--- src/rtl/vic_pkg.sv ---
package vic_pkg;

  typedef enum logic [3:0] {
    BLK_VEC  = 4'h0,
    BLK_BASE = 4'h1,
    BLK_PEND = 4'h2,
    BLK_MASK = 4'h3,
    BLK_SEL  = 4'h4
  } blk_e;

  // byte offset of a source number: number times four
  function automatic logic [31:0] vec_of_index(input logic [29:0] idx);
    return {idx, 2'b00};
  endfunction

  function automatic logic [31:0] align_word(input logic [31:0] d);
    return d & ~32'h3;
  endfunction

endpackage

--- src/rtl/vic_regfile.sv ---
module vic_regfile
  import vic_pkg::*;
#(
  parameter int NUM_WORDS = 3,
  parameter int DATA_W    = 32
) (
  input  logic                          clk,
  input  logic                          rst_n,
  input  logic                          wen,
  input  logic [7:0]                    addr,
  input  logic [DATA_W-1:0]             wdata,
  output logic [NUM_WORDS*DATA_W-1:0]   mask_q,
  output logic [NUM_WORDS*DATA_W-1:0]   sel_q,
  output logic [NUM_WORDS*DATA_W-1:0]   mask_nx,
  output logic [NUM_WORDS*DATA_W-1:0]   sel_nx,
  output logic [31:0]                   base_q
);
  logic [3:0] blk;
  logic [1:0] widx;
  assign blk  = addr[7:4];
  assign widx = addr[3:2];

  for (genvar gi = 0; gi < NUM_WORDS; gi++) begin : g_word
    localparam logic [1:0] MY_IDX = 2'(gi);
    logic hit_mask, hit_sel;
    assign hit_mask = wen && (blk == BLK_MASK) && (widx == MY_IDX);
    assign hit_sel  = wen && (blk == BLK_SEL)  && (widx == MY_IDX);

    always_comb begin
      mask_nx[gi*DATA_W +: DATA_W] = hit_mask ? wdata : mask_q[gi*DATA_W +: DATA_W];
      sel_nx[gi*DATA_W +: DATA_W]  = hit_sel  ? wdata : sel_q[gi*DATA_W +: DATA_W];
    end

    always_ff @(posedge clk) begin
      if (!rst_n) begin
        mask_q[gi*DATA_W +: DATA_W] <= '0;
        sel_q[gi*DATA_W +: DATA_W]  <= '0;
      end else begin
        mask_q[gi*DATA_W +: DATA_W] <= mask_nx[gi*DATA_W +: DATA_W];
        sel_q[gi*DATA_W +: DATA_W]  <= sel_nx[gi*DATA_W +: DATA_W];
      end
    end
  end

  always_ff @(posedge clk) begin
    if (!rst_n)
      base_q <= '0;
    else if (wen && (blk == BLK_BASE))
      base_q <= align_word(32'(wdata));
  end
endmodule

--- src/rtl/vic_scan.sv ---
module vic_scan
  import vic_pkg::*;
#(
  parameter int NSRC = 96
) (
  input  logic [NSRC-1:0] pend,
  input  logic [NSRC-1:0] mask,
  input  logic [NSRC-1:0] sel,
  output logic            any_irq,
  output logic            any_fiq,
  output logic [31:0]     vec
);
  localparam int IDX_W = $clog2(NSRC);

  logic [NSRC-1:0] active;
  logic [IDX_W-1:0] first_idx;

  // lowest set bit: descending walk, last hit stays
  function automatic logic [IDX_W-1:0] lowest_set(input logic [NSRC-1:0] v);
    logic [IDX_W-1:0] r;
    r = '0;
    for (int k = NSRC - 1; k >= 0; k--)
      if (v[k]) r = IDX_W'(k);
    return r;
  endfunction

  always_comb begin
    active    = pend & ~mask;
    any_irq   = |active;
    any_fiq   = |(active & sel);
    first_idx = lowest_set(active);
    vec       = any_irq ? vec_of_index(30'(first_idx)) : 32'h0;
  end
endmodule

--- src/rtl/irq_vector_ctrl.sv ---
module irq_vector_ctrl
  import vic_pkg::*;
#(
  parameter int NUM_WORDS = 3
) (
  input  logic                     clk,
  input  logic                     rst_n,
  input  logic [NUM_WORDS*32-1:0]  src_i,
  input  logic [7:0]               bus_addr,
  input  logic                     bus_wen,
  input  logic [31:0]              bus_wdata,
  output logic [31:0]              bus_rdata,
  output logic                     irq_o,
  output logic                     fiq_o
);
  localparam int NSRC = NUM_WORDS * 32;

  logic [NSRC-1:0] pend_q, mask_q, sel_q, mask_nx, sel_nx;
  logic [31:0]     base_q, vec_q, vec_nx;
  logic            irq_nx, fiq_nx;

  vic_regfile #(.NUM_WORDS(NUM_WORDS), .DATA_W(32)) u_regs (
    .clk(clk), .rst_n(rst_n), .wen(bus_wen), .addr(bus_addr), .wdata(bus_wdata),
    .mask_q(mask_q), .sel_q(sel_q), .mask_nx(mask_nx), .sel_nx(sel_nx), .base_q(base_q)
  );

  // scan the post-write state so outputs move with the registers
  vic_scan #(.NSRC(NSRC)) u_scan (
    .pend(src_i), .mask(mask_nx), .sel(sel_nx),
    .any_irq(irq_nx), .any_fiq(fiq_nx), .vec(vec_nx)
  );

  always_ff @(posedge clk) begin
    if (!rst_n) begin
      pend_q <= '0;
      irq_o  <= 1'b0;
      fiq_o  <= 1'b0;
      vec_q  <= '0;
    end else begin
      pend_q <= src_i;
      irq_o  <= irq_nx;
      fiq_o  <= fiq_nx;
      vec_q  <= vec_nx;
    end
  end

  logic [3:0] rd_blk;
  logic [1:0] rd_idx;
  assign rd_blk = bus_addr[7:4];
  assign rd_idx = bus_addr[3:2];

  always_comb begin
    bus_rdata = '0;
    case (rd_blk)
      BLK_VEC:  bus_rdata = vec_q;
      BLK_BASE: bus_rdata = base_q;
      BLK_PEND, BLK_MASK, BLK_SEL: begin
        for (int k = 0; k < NUM_WORDS; k++) begin
          if (rd_idx == 2'(k)) begin
            if (rd_blk == BLK_PEND)      bus_rdata = pend_q[k*32 +: 32];
            else if (rd_blk == BLK_MASK) bus_rdata = mask_q[k*32 +: 32];
            else                         bus_rdata = sel_q[k*32 +: 32];
          end
        end
      end
      default:  bus_rdata = '0;
    endcase
  end
endmodule

--- config.mk ---
export PLATFORM = sky130hd
export DESIGN_NAME = irq_vector_ctrl
export DESIGN_NICKNAME = d
export VERILOG_FILES = /design/src/rtl/vic_pkg.sv /design/src/rtl/vic_regfile.sv /design/src/rtl/vic_scan.sv /design/src/rtl/irq_vector_ctrl.sv
export SDC_FILE = /design/constraint.sdc
export NUM_CORES = 1
export LEC_CHECK = 0
export ABC_AREA = 1
export ABC_CLOCK_PERIOD_IN_PS = 9700
export BUFFER_PORTS_ARGS = -buffer_cell sky130_fd_sc_hd__buf_2
export CAP_MARGIN = 10
export CELL_PAD_IN_SITES_DETAIL_PLACEMENT = 1
export CELL_PAD_IN_SITES_GLOBAL_PLACEMENT = 1
export CORE_MARGIN = 2
export CORE_UTILIZATION = 45
export DETAILED_ROUTE_END_ITERATION = 8
export PLACE_DENSITY = 0.94
export SYNTH_ARGS = -nofsm -noshare
export SYNTH_HDL_FRONTEND = slang
export SYNTH_SLANG_ARGS = --single-unit
--- constraint.sdc ---
create_clock -name clk -period 9.7 [get_ports clk]
set_input_delay 0.485 -clock clk [delete_from_list [all_inputs] [get_ports clk]]
set_output_delay 0.485 -clock clk [all_outputs]
set_load 0.01 [all_outputs]
==> results of run 1 <==
-- routing by layer --
layer  wire length (um)  GRT usage (%)  vias up
met1              24600           39.5     8301
met2              30200           59.7      681
met4               3730           20.2        2
met3               3800           5.43      212
li1                   -              -     7779
met5                  9              0        -
-- cell type report --
type                    count  area, um^2
clock inverters             4        23.8
clock buffers              61        1170
diodes                      2        5.00
inverters                 288        1090
multi-input cells        1620        7510
repair buffers            189        1010
flip-flops and latches    327        6550
fillers                  4601       16500
well taps                 455         569
-- power groups by stage --
| stage | combinational [W] | clock, W | sequential [W] |
|---|---|---|---|
| 6_report | 0.000286 | 0.00140 | 0.00138 |
| 3_5_place_dp | 0.000274 | 0 | 0.00141 |
| 4_1_cts | 0.000279 | 0.00140 | 0.00138 |
| 2_1_floorplan | 0.000148 | 0 | 0.00141 |
| 5_1_grt | 0.000309 | 0.00146 | 0.00138 |
| 3_3_place_gp | 0.000264 | 0 | 0.00141 |
-- critical path: cells and delay by family --
| kind | cells | cell delay [ns] |
|---|---|---|
| AOI/OAI and AO/OA | 2 | 0.26 |
| and+or+nand+nor | 95 | 7.08 |
| buffers and inverters | 2 | 0.40 |
-- cells in the final DEF (no fill, tap or decap), drive strengths merged, types with 6 or more instances in the layout --
cell and n:
a211oi 32, a21oi 118, buf 189, clkbuf 61, dfxtp 327, inv 289
mux2i 12, nand2 560, nand3 13, nand4 8, nor2 374, nor3 6
nor4 11, o211ai 24, o21ai 362, o22ai 66, or2 8
-- through the flow --
stage | setup slack, ns | util, %
after floorplan | 4.31 | -
after global placement | 2.11 | 48.6
after detailed placement | 1.79 | 48.6
after CTS | 2.06 | 52.0
after global routing | 1.02 | 52.1
final | 1.89 | 52.1
-- sequential cells by signal, summed over array words and instances (netlist names) --
register       count
pend_q            96
u_regs.mask_q     96
u_regs.sel_q      96
u_regs.base_q     30
vec_q              7
fiq_o              1
irq_o              1
-- final timing paths --
kind	cells past startpoint	end	slack, ns
setup / recovery	99	vec_q[2]	1.89
hold / removal	3	pend_q[13]	0.15
setup reg to reg	96	vec_q[2]	3.05
hold reg to reg	2	u_regs.base_q[15]	0.45
-- logic make-up (layout without fill, tap and decap cells) --
logic type / after synthesis / after routing / synth area share (%)
simple gates: 986 / 986 / 25.3
compound gates: 622 / 622 / 21.8
buf+inv: 421 / 542 / 10.3
flops: 327 / 327 / 41.9
mux: 12 / 12 / 0.770
other cells: 0 / 2 / 0
==> flow_summary.json, run 1 <==
{
  "outcome": "finished clean",
  "numCtsBuffers": 37,
  "synth.avg_cell_area_um2": 6.59,
  "tns_ns": 0,
  "synthCells": 2368,
  "power.share.switching_pct": 26.0,
  "fin_cells": 2946,
  "p_seq_share_pct": 45.0,
  "clock.fmax_mhz": 128,
  "area_delta_synth_final_pct": 14.8,
  "rsz0062_at_grt": "false",
  "ctsLongestPathBuffers": 3,
  "synth_area_um2": 15600,
  "finalClockSkew_ns": 0.0153,
  "ctsHtreeMaxLevel": 2,
  "placed_area_um2": 16700,
  "design.core.area_um2": 34400,
  "synth_ff_type": "dfxtp_1",
  "final_max_slew_viol_count": 0,
  "start_util_pct": 45.4,
  "clock-sinks": 327,
  "setup_viol": 0,
  "ys_types": 40,
  "synth_top_area_share_pct": 41.9,
  "grt_overflow": 0,
  "grt_max_degree": 94,
  "vias": 17000,
  "tritoncts": "built",
  "required_ns": 10.16,
  "hold_viol_final": 0,
  "critPathArrivalTime_ns": 8.27,
  "critPathLaunch": "bus_wen",
  "slowest_stage": "nor3_4",
  "p_leak_nw": 8.74,
  "synth_warnings": 0,
  "first_pass_iters": 5,
  "totalWireLength_um": 62400,
  "drv_cap": 0,
  "netlist_top_cells_area": "dfxtp_1 42%, nand2_1 13%, o21ai_0 11%",
  "intPower_w": 0.00227,
  "dieArea_um2": 36200,
  "power.total_w": 0.00307,
  "drtIter0Drc": 1163,
  "tightest_slew_ns": 1.24,
  "clk_latency_ns": 0.54,
  "worst_hold_slack_ns": 0.152,
  "synth-edff-count": 0,
  "dp_hpwl_um": 42200,
  "die_h_um": 190,
  "placed_cells": 2878,
  "crit_fanout": 29,
  "r2r-start": "u_regs.mask_q[94]",
  "post-cts-setup-buffer-count": 0,
  "pwr-share-comb_pct": 9.3,
  "path_clk_slew_ns": 0.06,
  "antenna_found_initial": 4,
  "max-vdd-ir-drop_mv": 0.124,
  "post-route-min-period_ns": 7.81,
  "min_from": "src_i[13]",
  "io_pins": 173,
  "drive_gt1_share_pct": 12.2,
  "async_flop_share_pct": 0,
  "power_density_nw_per_um2": 171,
  "clkPwrFrac_pct": 45.6,
  "io_buffers": 170,
  "synth_seq_cells": 327,
  "min-delay-path-class": "input port to register",
  "critPathKind": "input port to register",
  "routed_via_density": 5.76,
  "root_buffer": "clkbuf_16",
  "grt_pass1_wl_um": 96700,
  "min_period_over_period_pct": 80.5,
  "stdcell_area_um2": 17900,
  "switchingPower_w": 0.000799,
  "ctsHoldBuffers": 0,
  "start_kind": "input port",
  "antenna_left": 0,
  "grt_pass1_vias": 17800,
  "die_x_um": 190,
  "cts-resized-gates": 0,
  "yosysMostFrequentCell": "nand2_1",
  "grtUsageTotal_pct": 34.2,
  "synthesis.nets": 2507,
  "yosysSeqAreaShare_pct": 41.9,
  "row_count": 68,
  "cp_common_cell": "nand2_1",
  "wl_per_cell_um": 21.2,
  "critical-path-max-stage-delay_ns": 1.01,
  "drc_errors": 0,
  "synth_top_cells_by_count": "527 x nand2_1, 371 x nor2_1, 355 x o21ai_0, 327 x dfxtp_1, 286 x inv_1",
  "yosysTopAreaCell": "dfxtp_1",
  "slew_headroom_pct": 16.8,
  "crit_path_end_kind": "register",
  "gp_congestion": 0.910,
  "nNetsFinal": 2602
}
(Power assumes the default switching activity.)
==> run 2: changes to the inputs <==
ABC_AREA = 0   (was 1)
ABC_CLOCK_PERIOD_IN_PS = 6600   (was 9700)
CORE_UTILIZATION = 40   (was 45)
PLACE_DENSITY = 0.85   (was 0.94)
clock period = 6.6 ns   (was 9.7 ns; I/O delays follow)
==> run 2 against run 1 <==
Against the previous run:
- final area is 11% higher
- synthesized cell count is 6.9% lower
- first-iteration DRC count is 84% higher
- sequential power is 47% higher
- critical path type is now input port to output pin
- total power is 59% higher
- synthesized area is 11% higher
==> flow_summary.json, run 2 <==
{
  "outcome": "finished clean",
  "io_pins": 173,
  "synthesis.nets": 2343,
  "synth_ff_type": "dfxtp_1",
  "rsz0062_at_grt": "false",
  "netlist_top_cells_area": "dfxtp_1 38%, mux2i_1 12%, nand2_1 6.3%",
  "power_density_nw_per_um2": 245,
  "rrSetupSlack_ns": 4.06,
  "grtUsageTotal_pct": 36.0,
  "layout_common_cells": "327 x dfxtp_1, 290 x nand2_1, 216 x mux2i_1, 212 x nor2_1, 204 x a21oi_1",
  "root_buffer": "clkbuf_16",
  "grt_overflow": 0,
  "drv_cap": 0,
  "die_x_um": 212,
  "p_leak_nw": 8.40,
  "required_ns": 6.27,
  "clk_latency_ns": 0.58,
  "numCtsBuffers": 39,
  "yosysMostFrequentCell": "dfxtp_1",
  "critPathArrivalTime_ns": 4.49,
  "synth-edff-count": 0,
  "worst_hold_slack_ns": 0.0110,
  "ctsHoldBuffers": 8,
  "critPathKind": "input port to output pin",
  "final_common_cell": "dfxtp_1",
  "synth_area_um2": 17400,
  "yosysSeqAreaShare_pct": 37.7,
  "tightest_slew_ns": 1.28,
  "crit_fanout": 32,
  "synth_seq_cells": 327,
  "gp_congestion": 0.987,
  "antenna_left": 0,
  "first_pass_iters": 6,
  "grt_pass1_vias": 18700,
  "drtIter0Drc": 2145,
  "max-vdd-ir-drop_mv": 0.176,
  "clock-sinks": 327,
  "crit_path_end_kind": "output pin",
  "synth.avg_cell_area_um2": 7.89,
  "setup_ws_ns": 1.78,
  "tns_ns": 0,
  "nNetsFinal": 2431,
  "post-cts-setup-buffer-count": 0,
  "reg_top3": "pend_q: 96 flops, u_regs.mask_q: 96 flops, u_regs.sel_q: 96 flops",
  "drive_gt1_share_pct": 13.2,
  "yosysTopAreaCell": "dfxtp_1",
  "die_h_um": 212,
  "antenna_found_initial": 2,
  "dp_hpwl_um": 59500,
  "ys_types": 78,
  "wl_per_cell_um": 28.3,
  "synth_warnings": 0,
  "dieArea_um2": 45100,
  "hold_viol_final": 0,
  "slew_headroom_pct": 13.9,
  "finalClockSkew_ns": 0.0300,
  "cts-resized-gates": 0,
  "vias": 18500,
  "synth_top_area_share_pct": 37.7,
  "ctsLongestPathBuffers": 3,
  "fillerInstances": 5353,
  "synthCells": 2204,
  "design.core.area_um2": 43000,
  "async_flop_share_pct": 0,
  "area_delta_synth_final_pct": 14.9,
  "setup_viol": 0,
  "totalWireLength_um": 82400,
  "routed_via_density": 6.36,
  "drc_errors": 0,
  "ctsHtreeMaxLevel": 2,
  "final_max_slew_viol_count": 0,
  "row_count": 76,
  "min-delay-path-class": "input port to register",
  "grt_max_degree": 95,
  "post-route-min-period_ns": 4.82,
  "tritoncts": "built",
  "pre_cts_ws_ns": 2.03,
  "path_clk_slew_ns": 0.06,
  "clock.fmax_mhz": 207,
  "start_kind": "input port",
  "io_buffers": 170,
  "min_period_over_period_pct": 73.0,
  "grt_pass1_wl_um": 120000,
  "start_util_pct": 40.4,
  "synth_top_cells_by_count": "327 x dfxtp_1, 291 x nand2_1, 216 x mux2i_1, 213 x nor2_1, 205 x a21oi_1"
}
==> run 2: cell types whose count changed in the layout (fill, tap and decap cells not counted), sizes merged, moves of 69 or more <==
cell and delta:
a21oi +87, nand2 -269, and2 +69, nand3 +93, mux2i +204, inv -235, o21ai -232, nor2 -158
==> run 2: stage by stage <==
stage / instance area (um^2) / total power [W] / std cells / utilization (%)
3_5_place_dp: 18600 / 0.00260 / 2828 / 43.2
5_1_grt: 20000 / 0.00498 / 2906 / 46.5
6_report: 20000 / 0.00489 / 2907 / 46.5
3_3_place_gp: 18600 / 0.00259 / 2828 / 43.2
2_1_floorplan: 17400 / 0.00235 / 2204 / -
4_1_cts: 20000 / 0.00486 / 2906 / 46.5
==> run 2: power breakdown <==
part,leakage [nW],internal [W],switching (W)
sequential,2.66,0.00201,0.0000156
combinational,5.07,0.000155,0.000410
clock,0.664,0.00136,0.000934
==> run 2: metal layers <==
| metal | track usage [%] | wire length (um) | part of all wire, % |
|---|---|---|---|
| met5 | 0 | 0 | 0 |
| met4 | 19.2 | 4760 | 5.8 |
| met3 | 8.54 | 8630 | 10 |
| met2 | 56.1 | 36200 | 44 |
| met1 | 46.0 | 32800 | 40 |
==> run 2: layout make-up <==
type | count | area (um^2) | share of cell area [%]
Clock inverter | 20 | 243 | 1.22
Inverter | 53 | 206 | 1.03
Sequential cell | 327 | 6550 | 32.8
Antenna cell | 1 | 2.50 | 0.0125
Timing Repair Buffer | 213 | 1210 | 6.05
Clock buffer | 50 | 1090 | 5.45
Tap cell | 585 | 732 | 3.67
Multi-Input combinational cell | 1658 | 9940 | 49.8
==> run 2: worst paths after layout <==
kind / start / end / depth (start not counted)
worst min register to register: u_regs.base_q[24] / u_regs.base_q[24] / 2
worst min-delay path: src_i[64] / pend_q[64] / 2
worst max register to register: u_regs.mask_q[86] / irq_o / 8
worst max-delay path: bus_addr[2] / bus_rdata[15] / 9
==> run 2: worst max-delay path: stages <==
cell and delay (ns):
buf_2 0.39, and2b_2 0.79, and2_1 0.99, a21oi_1 0.22
o21ai_1 0.17, a21oi_1 0.09, o21ai_0 1.00, a32o_1 0.32
buf_2 0.14
==> run 2: logic make-up (layout without fill, tap and decap cells) <==
logic type / Yosys count / after routing / synth area share (%)
simple gates: 859 / 859 / 23.5
flops: 327 / 327 / 37.7
mux: 223 / 223 / 12.9
buf+inv: 219 / 336 / 5.43
compound gates: 576 / 576 / 20.5
other cells: 0 / 1 / 0
